--- src/rtl/dma_seq_pkg.sv ---
package dma_seq_pkg;

  // Strobes sent from the sequencing control to the channel datapath.
  typedef struct packed {
    logic grant;   // a channel is being granted this cycle
    logic finish;  // current transfer completes with ack
    logic fault;   // current transfer completes with error
  } seqStrobe_t;

  typedef enum logic {
    CFG_ADDR = 1'b0,
    CFG_CTRL = 1'b1
  } cfgSel_t;

  localparam int CTRL_EN_BIT  = 0;
  localparam int CTRL_IRQ_BIT = 1;
  localparam int CTRL_EVT_BIT = 2;
  localparam int CTRL_CLR_BIT = 3;

endpackage

--- src/rtl/dma_seq_ctrl.sv ---
module dma_seq_ctrl
  import dma_seq_pkg::*;
#(
  parameter int NUM_CH = 4,
  localparam int CH_W = (NUM_CH > 1) ? $clog2(NUM_CH) : 1
) (
  input  logic              clk,
  input  logic              rstN,
  input  logic [NUM_CH-1:0] eligible,
  input  logic              memAck,
  input  logic              memErr,
  output seqStrobe_t        strobe,
  output logic [CH_W-1:0]   grantCh,
  output logic [CH_W-1:0]   curCh,
  output logic              busy
);

  logic pickValid;

  // Fixed priority: scanning downward leaves the lowest index as winner.
  always_comb begin
    pickValid = 1'b0;
    grantCh   = '0;
    for (int i = NUM_CH - 1; i >= 0; i--) begin
      if (eligible[i]) begin
        pickValid = 1'b1;
        grantCh   = CH_W'(i);
      end
    end
  end

  always_comb begin
    strobe.grant  = !busy && pickValid;
    strobe.finish = busy && memAck && !memErr;
    strobe.fault  = busy && memErr;
  end

  always_ff @(posedge clk or negedge rstN) begin
    if (!rstN) begin
      busy  <= 1'b0;
      curCh <= '0;
    end else if (strobe.grant) begin
      busy  <= 1'b1;
      curCh <= grantCh;
    end else if (busy && (memAck || memErr)) begin
      busy  <= 1'b0;
    end
  end

  // no eligible channel below the granted one
  for (genvar g = 0; g < NUM_CH; g++) begin : g_prioChk
    assert_lowest_wins_R1 : assert property (@(posedge clk) disable iff (!rstN)
      (strobe.grant && eligible[g]) |-> (grantCh <= CH_W'(g)));
  end

  // the port is held until a response arrives
  assert_hold_until_resp_R2 : assert property (@(posedge clk) disable iff (!rstN)
    (busy && !memAck && !memErr) |=> (busy && $stable(curCh)));

  // a response frees the port for one idle cycle
  assert_idle_after_resp_R2 : assert property (@(posedge clk) disable iff (!rstN)
    (busy && (memAck || memErr)) |=> !busy);

endmodule

--- src/rtl/dma_seq_dp.sv ---
module dma_seq_dp
  import dma_seq_pkg::*;
#(
  parameter int NUM_CH = 4,
  parameter int ADDR_W = 16,
  localparam int CH_W = (NUM_CH > 1) ? $clog2(NUM_CH) : 1
) (
  input  logic              clk,
  input  logic              rstN,
  input  logic              cfgWe,
  input  logic [CH_W-1:0]   cfgCh,
  input  logic              cfgSel,
  input  logic [ADDR_W-1:0] cfgData,
  input  logic [NUM_CH-1:0] periphReq,
  input  logic [NUM_CH-1:0] periphEvt,
  input  seqStrobe_t        strobe,
  input  logic [CH_W-1:0]   grantCh,
  input  logic [CH_W-1:0]   curCh,
  input  logic              busy,
  output logic [NUM_CH-1:0] eligible,
  output logic [ADDR_W-1:0] memAddr,
  output logic [NUM_CH-1:0] chanDone,
  output logic [NUM_CH-1:0] errFlag,
  output logic              irq,
  output logic [NUM_CH-1:0] evtOverflow
);

  logic [ADDR_W-1:0] addrQ [NUM_CH];
  logic [NUM_CH-1:0] enQ, irqEnQ, evtModeQ, errQ, freshQ, creditQ, ovfQ;
  logic [NUM_CH-1:0] addrWr, ctrlWr, active, granted;

  for (genvar g = 0; g < NUM_CH; g++) begin : g_decode
    assign addrWr[g]   = cfgWe && (cfgCh == CH_W'(g)) && (cfgSel == CFG_ADDR);
    assign ctrlWr[g]   = cfgWe && (cfgCh == CH_W'(g)) && (cfgSel == CFG_CTRL);
    assign active[g]   = busy && (curCh == CH_W'(g));
    assign granted[g]  = strobe.grant && (grantCh == CH_W'(g));
    assign chanDone[g] = strobe.finish && active[g];
    assign eligible[g] = enQ[g] && !errQ[g] && periphReq[g] &&
                         (!evtModeQ[g] || creditQ[g]);
  end

  always_ff @(posedge clk or negedge rstN) begin
    if (!rstN) begin
      for (int i = 0; i < NUM_CH; i++) addrQ[i] <= '0;
      enQ      <= '0;
      irqEnQ   <= '0;
      evtModeQ <= '0;
      errQ     <= '0;
      freshQ   <= '0;
      creditQ  <= '0;
      ovfQ     <= '0;
    end else begin
      for (int i = 0; i < NUM_CH; i++) begin
        ovfQ[i] <= periphEvt[i] && evtModeQ[i] && active[i];

        if (addrWr[i]) begin
          addrQ[i]  <= cfgData;
          freshQ[i] <= 1'b1;
        end else if (chanDone[i]) begin
          addrQ[i]  <= addrQ[i] + ADDR_W'(1);
        end

        if (ctrlWr[i]) begin
          enQ[i]      <= cfgData[CTRL_EN_BIT];
          irqEnQ[i]   <= cfgData[CTRL_IRQ_BIT];
          evtModeQ[i] <= cfgData[CTRL_EVT_BIT];
          if (cfgData[CTRL_CLR_BIT] && freshQ[i]) errQ[i] <= 1'b0;
        end

        if (strobe.fault && active[i]) begin
          errQ[i]   <= 1'b1;
          freshQ[i] <= 1'b0;
        end

        if (granted[i]) creditQ[i] <= 1'b0;
        if (periphEvt[i] && evtModeQ[i] && !active[i]) creditQ[i] <= 1'b1;
      end
    end
  end

  assign memAddr     = addrQ[curCh];
  assign errFlag     = errQ;
  assign irq         = |(errQ & irqEnQ);
  assign evtOverflow = ovfQ;

  for (genvar g = 0; g < NUM_CH; g++) begin : g_chk
    // completed item advances the address by one
    assert_addr_step_R3 : assert property (@(posedge clk) disable iff (!rstN)
      (chanDone[g] && !addrWr[g]) |=> (addrQ[g] == $past(addrQ[g]) + ADDR_W'(1)));
    // a failed channel is never granted
    assert_err_no_grant_R4 : assert property (@(posedge clk) disable iff (!rstN)
      errQ[g] |-> !granted[g]);
    // an error flag drops only through a clear write
    assert_clear_only_by_write_R5 : assert property (@(posedge clk) disable iff (!rstN)
      $fell(errQ[g]) |-> $past(ctrlWr[g] && cfgData[CTRL_CLR_BIT]));
    // a new error on an enabled channel raises the interrupt
    assert_irq_on_err_R6 : assert property (@(posedge clk) disable iff (!rstN)
      ($rose(errQ[g]) && irqEnQ[g]) |-> irq);
    // event-gated grants need a stored event
    assert_evt_gate_R7 : assert property (@(posedge clk) disable iff (!rstN)
      (granted[g] && evtModeQ[g]) |-> creditQ[g]);
    // overflow follows an event during the channel's own transfer
    assert_ovf_source_R9 : assert property (@(posedge clk) disable iff (!rstN)
      evtOverflow[g] |-> $past(active[g] && periphEvt[g]));
  end

  // completion pulse is one-hot or idle
  assert_done_onehot_R3 : assert property (@(posedge clk) disable iff (!rstN)
    $onehot0(chanDone));

endmodule

--- src/rtl/dma_seq.sv ---
module dma_seq
  import dma_seq_pkg::*;
#(
  parameter int NUM_CH = 4,
  parameter int ADDR_W = 16,
  localparam int CH_W = (NUM_CH > 1) ? $clog2(NUM_CH) : 1
) (
  input  logic              clk,
  input  logic              rstN,
  input  logic              cfgWe,
  input  logic [CH_W-1:0]   cfgCh,
  input  logic              cfgSel,
  input  logic [ADDR_W-1:0] cfgData,
  input  logic [NUM_CH-1:0] periphReq,
  input  logic [NUM_CH-1:0] periphEvt,
  output logic              memReq,
  output logic [CH_W-1:0]   memCh,
  output logic [ADDR_W-1:0] memAddr,
  input  logic              memAck,
  input  logic              memErr,
  output logic [NUM_CH-1:0] chanDone,
  output logic [NUM_CH-1:0] errFlag,
  output logic              irq,
  output logic [NUM_CH-1:0] evtOverflow
);

  seqStrobe_t        strobe;
  logic [NUM_CH-1:0] eligible;
  logic [CH_W-1:0]   grantCh, curCh;
  logic              busy;

  dma_seq_ctrl #(.NUM_CH(NUM_CH)) u_ctrl (
    .clk(clk), .rstN(rstN), .eligible(eligible), .memAck(memAck), .memErr(memErr),
    .strobe(strobe), .grantCh(grantCh), .curCh(curCh), .busy(busy)
  );

  dma_seq_dp #(.NUM_CH(NUM_CH), .ADDR_W(ADDR_W)) u_dp (
    .clk(clk), .rstN(rstN), .cfgWe(cfgWe), .cfgCh(cfgCh), .cfgSel(cfgSel),
    .cfgData(cfgData), .periphReq(periphReq), .periphEvt(periphEvt),
    .strobe(strobe), .grantCh(grantCh), .curCh(curCh), .busy(busy),
    .eligible(eligible), .memAddr(memAddr), .chanDone(chanDone),
    .errFlag(errFlag), .irq(irq), .evtOverflow(evtOverflow)
  );

  assign memReq = busy;
  assign memCh  = curCh;

endmodule

--- config.mk ---
export PLATFORM = sky130hd
export DESIGN_NAME = dma_seq
export DESIGN_NICKNAME = d
export VERILOG_FILES = /design/src/rtl/dma_seq_pkg.sv /design/src/rtl/dma_seq_ctrl.sv /design/src/rtl/dma_seq_dp.sv /design/src/rtl/dma_seq.sv
export SDC_FILE = /design/constraint.sdc
export NUM_CORES = 1
export LEC_CHECK = 0
export BUFFER_PORTS_ARGS = -buffer_cell sky130_fd_sc_hd__buf_2
export CELL_PAD_IN_SITES_DETAIL_PLACEMENT = 1
export CELL_PAD_IN_SITES_GLOBAL_PLACEMENT = 1
export CORE_MARGIN = 1
export CORE_UTILIZATION = 41
export DETAILED_ROUTE_END_ITERATION = 10
export PLACE_DENSITY_LB_ADDON = 0.12
export REMOVE_ABC_BUFFERS = 1
export SETUP_SLACK_MARGIN = 0.1
export SLEW_MARGIN = 20
export SYNTH_ARGS = -nofsm -noshare
export SYNTH_HDL_FRONTEND = slang
export SYNTH_SLANG_ARGS = --single-unit
--- constraint.sdc ---
create_clock -name clk -period 1.8 [get_ports clk]
set_input_delay 0.27 -clock clk [delete_from_list [all_inputs] [get_ports clk]]
set_output_delay 0.27 -clock clk [all_outputs]
set_load 0.02 [all_outputs]
==> results of run 1 <==
-- synth_stat cells (2+ instances only) --
master / n
nor4_1: 2
ha_1: 4
a21oi_1: 22
o21ai_0: 32
o21ai_1: 21
or3_1: 2
o21a_1: 2
nor3_2: 2
nor2_1: 36
buf_1: 2
nand4b_1: 5
and3_1: 11
clkbuf_1: 15
nor3_1: 15
nand2b_1: 5
nand2_1: 90
dfrtp_1: 95
o31ai_1: 2
and4_1: 4
nand3_1: 19
inv_1: 9
xnor2_1: 33
a22oi_1: 2
xor2_1: 27
nand4_1: 13
and4b_1: 2
nor2b_1: 3
nor3b_1: 3
mux2_2: 16
mux2i_1: 4
mux4_2: 16
buf_2: 6
-- worst max-delay path by stage --
stage               slack, ns  cells past startpoint                          to                         from
finish                  -0.17                      3                  memAddr[5]  u_ctrl.curCh[0]$_DFFE_PN0P_
floorplan               -0.79                      3  u_dp.addrQ[26]$_DFFE_PN0P_                       cfgSel
CTS                     -0.18                      3                  memAddr[9]  u_ctrl.curCh[0]$_DFFE_PN0P_
detailed placement      -0.04                      6  u_dp.addrQ[44]$_DFFE_PN0P_  u_ctrl.curCh[0]$_DFFE_PN0P_
global route            -0.20                      3                  memAddr[3]  u_ctrl.curCh[0]$_DFFE_PN0P_
global placement         0.05                      6  u_dp.addrQ[47]$_DFFE_PN0P_  u_ctrl.curCh[1]$_DFFE_PN0P_
-- what timing repair did --
item                                    in CTS  in global routing
hold buffers                                 1                  0
buffers inserted                            11                 15
pin swaps                                   14                 34
hold endpoints to repair                    95                  0
gates resized for setup                     67                 39
endpoints found under the setup margin      48                 62
gates cloned                                 0                  0
-- state kept, by name, indices dropped and copies added (netlist names) --
signal / count
u_dp.addrQ: 64
u_dp.creditQ: 4
u_dp.enQ: 4
u_dp.errFlag: 4
u_dp.evtModeQ: 4
u_dp.evtOverflow: 4
u_dp.freshQ: 4
u_dp.irqEnQ: 4
u_ctrl.curCh: 2
u_ctrl.busy: 1
-- worst register-to-register path, delay by kind of cell, from the launching register on --
kind,cells,cell delay [ns]
XOR/XNOR,1,0.15
buffers and inverters,1,0.12
flip-flops,1,0.45
AND/OR/NAND/NOR,3,0.92
AO/OA/AOI/OAI,1,0.09
-- through the flow --
stage               hold slack, ns  std cells  worst slack [ns]  utilization (%)
floorplan                  -0.0256        513            -0.790                -
global placement             0.313        797            0.0464             48.7
detailed placement           0.308        797           -0.0420             48.7
CTS                          0.148        825            -0.180             54.2
global route                 0.174        838            -0.203             56.4
finish                       0.156        838            -0.169             56.4
-- power by group --
part	internal [mW]	total [mW]	switching, mW
registers	2.75	3.45	0.698
logic	2.16	4.32	2.16
clock network	1.40	2.26	0.861
-- kinds of logic after synthesis --
family	share of synthesized area [%]
xor+xnor	9.96
compound gates	8.77
flops	45.0
fa+ha+maj	0.948
buf+inv	2.49
simple gates	21.8
mux	11.0
-- routing by layer --
metal	track usage, %	vias up
li1	-	2135
met1	34.2	2352
met2	46.5	98
met3	3.19	31
met4	13.2	0
met5	0	-
-- area by class of cell --
type                            count  area (sq um)
Timing Repair Buffer              137          1040
Tap cell                          172           215
Inverter                           10          37.5
Multi-Input combinational cell    408          3070
Sequential cell                    95          2380
Fill cell                        1398          5480
Clock buffer                       11           243
Clock inverter                      5           105
==> impl_metrics.ini, run 1 <==
[die]
ios = 64
die_area_sq_um = 13300
num_rows = 41
fp.coreArea_sq_um = 12600
fp.dieH_microns = 115
die_w_microns = 115
initial_core_util_pct = 42.0

[route]
drc = 0
dr_total_vias = 4616
wl_met3_microns = 495
routed_wirelength_microns = 17000
drt-met1-wl_microns = 7200
wl_per_cell_microns = 20.3
ant_nets = 0
route.met2.wl_microns = 8810
dr.pass1.iters = 6
highest_layer = met4
vias_per_cell = 5.51
drt_iter0_markers = 209

[power_and_ir_drop]
p_leak_nw = 3.02
ir_worst_vdd_mv = 0.704
p_per_area_nw_per_um2 = 1420
finalPower_mw = 10.0

[synthesis]
seq_area_frac_synth_pct = 45.0
postSynth.topFlopCell = dfrtp_1
syn_area_sq_um = 5280
yosys_register_bits = 95
synth.area.top_cells = dfrtp_1 (45%), mux4_2 (6.8%), nand2_1 (6.4%), xnor2_1 (5.5%), xor2_1 (4.5%)
syn_avg_cell_area_sq_um = 9.85
yosys_warnings = 0
yosysUniqueCellTypes = 48
synth-edff-count = 0
synthArstFlopShare_pct = 100
synth_top_cell_area_share_pct = 45.0
synth_top_area_cell = dfrtp_1
syn_inst = 536

[setup_path]
cp_max_fo = 9
r2r_end = u_dp.addrQ[44]$_DFFE_PN0P_
r2r_cells = 6
path_cells = buf_8, mux4_2, buf_2
r2r-start = u_ctrl.curCh[1]$_DFFE_PN0P_
crit_path_end_kind = primary output
rrSetupSlack_ns = -0.06
cp-start-kind = register
cpPeakStageDelay_ns = 0.51
crit_family = multiplexers
arrival_ns = 1.70
crit_type = register to primary output
path_buf_inv = 2
cp_slowest_cell = mux4_2
cp_data_required_time_ns = 1.53

[clock_tree]
clk_latency_ns = 0.35
cts_buffer_depth = 2
cts_made_buffers = 9
cts_tree = done
cts-root-buf = clkbuf_16
cts_sinks = 95
htree_levels = 3
clk_pin_slew_ns = 0.07

[finish]
drive_above_1_share_pct = 35.3
num-nets-final = 697
area_delta_synth_final_pct = 34.4
num_antenna_cells = 0
design_area_sq_um = 7090
final_common_cell = dfrtp_1
layout_common_cells = dfrtp_1 (91), nand2_1 (87), buf_4 (57), buf_2 (52), xnor2_1 (29)

[grt]
grt_pass1_wl_microns = 26900
antenna_found_initial = 0
grt.total_usage_pct = 27.2
grt_max_degree = 65
grt_pass1_vias = 4901
overflow = 0

[placement]
place.gp.congestion = 0.852
port_buffers = 63
placed_area_sq_um = 6120
place_hpwl_microns = 11900

[hold_path]
hold_path.class = input port to register
min-delay-start = periphEvt[0]
whs_path_depth = 3
whs_endpoint = u_dp.evtOverflow[0]$_DFF_PN0_

[timing]
finalSetupTns_ns = -2.74
hold_viol = 0
rsz0062_at_grt = yes
slew_headroom_pct = 71.2
setup_slack_ns = -0.169
setup_viol = 24
min_period_ns = 1.97
finalMaxSlewViolations = 0
fmax_mhz = 508
worst_slew_pin_slew_ns = 0.432
period_share_pct = 109
skew_ns = 0.00669

[outcome]
run_status = complete, but fails checks
violations = setup timing

[job]
maxCapViolCount = 0
No activity file was read; power rests on OpenSTA's default activity.
==> run 2: changes to the inputs <==
SETUP_SLACK_MARGIN = unset   (was 0.1)
==> run 2 against run 1 <==
The run still ends with setup timing left. Sequential power barely moved. Global-route usage fell by 0.33 points. Cell count fell by 0.60%. Via count fell by 1.1%. Critical path type unchanged. Highest routed layer unchanged.
==> impl_metrics.ini, run 2 (synthesized netlist as in run 1, its figures left out) <==
[route]
dr.pass1.iters = 4
wl_per_cell_microns = 19.9
dr_total_vias = 4567
routed_wirelength_microns = 16600
drt_iter0_markers = 190
ant_nets = 0
vias_per_cell = 5.48
drc = 0

[timing]
finalMaxSlewViolations = 0
setup_slack_ns = -0.169
setup_viol = 27
whs_ns = 0.157
hold_viol = 0
min_period_ns = 1.97
worst_slew_pin_slew_ns = 0.413
slew_headroom_pct = 72.5
skew_ns = 0.00673
fmax_mhz = 508
rsz0062_at_grt = yes
period_share_pct = 109

[finish]
num-nets-final = 692
area_delta_synth_final_pct = 31.5
largest_reg_flops = 64
fin_cells = 833
final_common_cell = dfrtp_1
num_antenna_cells = 0
final_util_pct = 55.2
top_register = u_dp.addrQ
layout_common_cells = dfrtp_1 (91), nand2_1 (89), buf_4 (56), buf_2 (51), xnor2_1 (32)
design_area_sq_um = 6940
nFillCells = 1405
drive_above_1_share_pct = 33.0

[setup_path]
crit_path_end_kind = primary output
cp_max_fo = 6
r2r_cells = 6
r2r-start = u_ctrl.curCh[0]$_DFFE_PN0P_
cp-start-kind = register
cp_data_required_time_ns = 1.53
arrival_ns = 1.70
r2r_end = u_dp.addrQ[44]$_DFFE_PN0P_
rrSetupSlack_ns = -0.08
crit_type = register to primary output

[power_and_ir_drop]
p_per_area_nw_per_um2 = 1430
ir_worst_vdd_mv = 0.691
p_leak_nw = 2.93

[die]
die_area_sq_um = 13300
initial_core_util_pct = 42.0
fp.coreArea_sq_um = 12600
num_rows = 41
fp.dieH_microns = 115
ios = 64
die_w_microns = 115

[clock_tree]
clk_pin_slew_ns = 0.07
clk_latency_ns = 0.35
cts_buffer_depth = 2
cts_tree = done
cts-root-buf = clkbuf_16
cts_made_buffers = 9
cts_sinks = 95
htree_levels = 3

[placement]
port_buffers = 63
place_hpwl_microns = 11900
placed_area_sq_um = 6120
post-place-ws_ns = -0.0420
place.gp.congestion = 0.852
placed_cells = 797

[grt]
grt_pass1_wl_microns = 26600
grt_pass1_vias = 4831
overflow = 0
antenna_found_initial = 0
grt_max_degree = 65
grt.total_usage_pct = 26.8

[hold_path]
whs_endpoint = u_dp.evtOverflow[0]$_DFF_PN0_
min-delay-start = periphEvt[0]
whs_path_depth = 3
hold_path.class = input port to register

[outcome]
violations = setup timing
run_status = complete, but fails checks

[job]
maxCapViolCount = 0
-- run 2: what timing repair did --
action | CTS | global route
setup buffers | 7 | 12
hold buffers | 1 | 0
endpoints found under the hold margin | 95 | 0
resized for setup | 42 | 37
pin swaps | 5 | 18
setup endpoints to repair | 26 | 46
-- run 2: where the power goes --
part	switching, mW	total, mW	internal, mW
Clock	0.856	2.25	1.40
Combinational	2.10	4.24	2.15
Sequential	0.692	3.45	2.75
-- run 2: final cells by class --
| class | count | area, sq um | area share (%) |
|---|---|---|---|
| Multi-Input combinational cell | 408 | 2950 | 42.6 |
| Sequential cell | 95 | 2380 | 34.3 |
| Timing Repair Buffer | 132 | 1000 | 14.5 |
| Clock buffer | 11 | 243 | 3.50 |
| Tap cell | 172 | 215 | 3.10 |
| Clock inverter | 5 | 105 | 1.51 |
| Inverter | 10 | 37.5 | 0.541 |
-- run 2: worst max path at each step --
stage | start | endpoint | slack [ns] | depth (start not counted)
6_report | u_ctrl.curCh[0]$_DFFE_PN0P_ | memAddr[2] | -0.17 | 3
5_1_grt | u_ctrl.curCh[0]$_DFFE_PN0P_ | memAddr[3] | -0.21 | 3
4_1_cts | u_ctrl.curCh[0]$_DFFE_PN0P_ | memAddr[9] | -0.18 | 3
3_5_place_dp | u_ctrl.curCh[0]$_DFFE_PN0P_ | u_dp.addrQ[44]$_DFFE_PN0P_ | -0.04 | 6
3_3_place_gp | u_ctrl.curCh[1]$_DFFE_PN0P_ | u_dp.addrQ[47]$_DFFE_PN0P_ | 0.05 | 6
2_1_floorplan | cfgSel | u_dp.addrQ[26]$_DFFE_PN0P_ | -0.79 | 3
-- run 2: through the flow --
step                      setup TNS, ns  total power, mW
after detailed placement        -0.0685             7.02
after global placement                0             6.88
after CTS                         -2.95             9.72
final                             -2.77             9.94
after global routing              -4.51             10.5
after floorplan                  -43.80             5.54
-- run 2: per-layer routing --
layer / vias to the layer above / track usage (%) / share of wire, % / wire length (microns)
met1: 2309 / 34.3 / 44 / 7280
met4: 0 / 12.0 / 3.0 / 497
met2: 99 / 46.0 / 50 / 8360
met3: 31 / 2.98 / 2.8 / 472
met5: - / 0 / 0 / 0
li1: 2128 / - / - / -
-- run 2: critical path: stages, from the launching register on --
cell and delay [ns]:
dfrtp_2 0.48, buf_4 0.19, mux4_2 0.50, buf_2 0.17
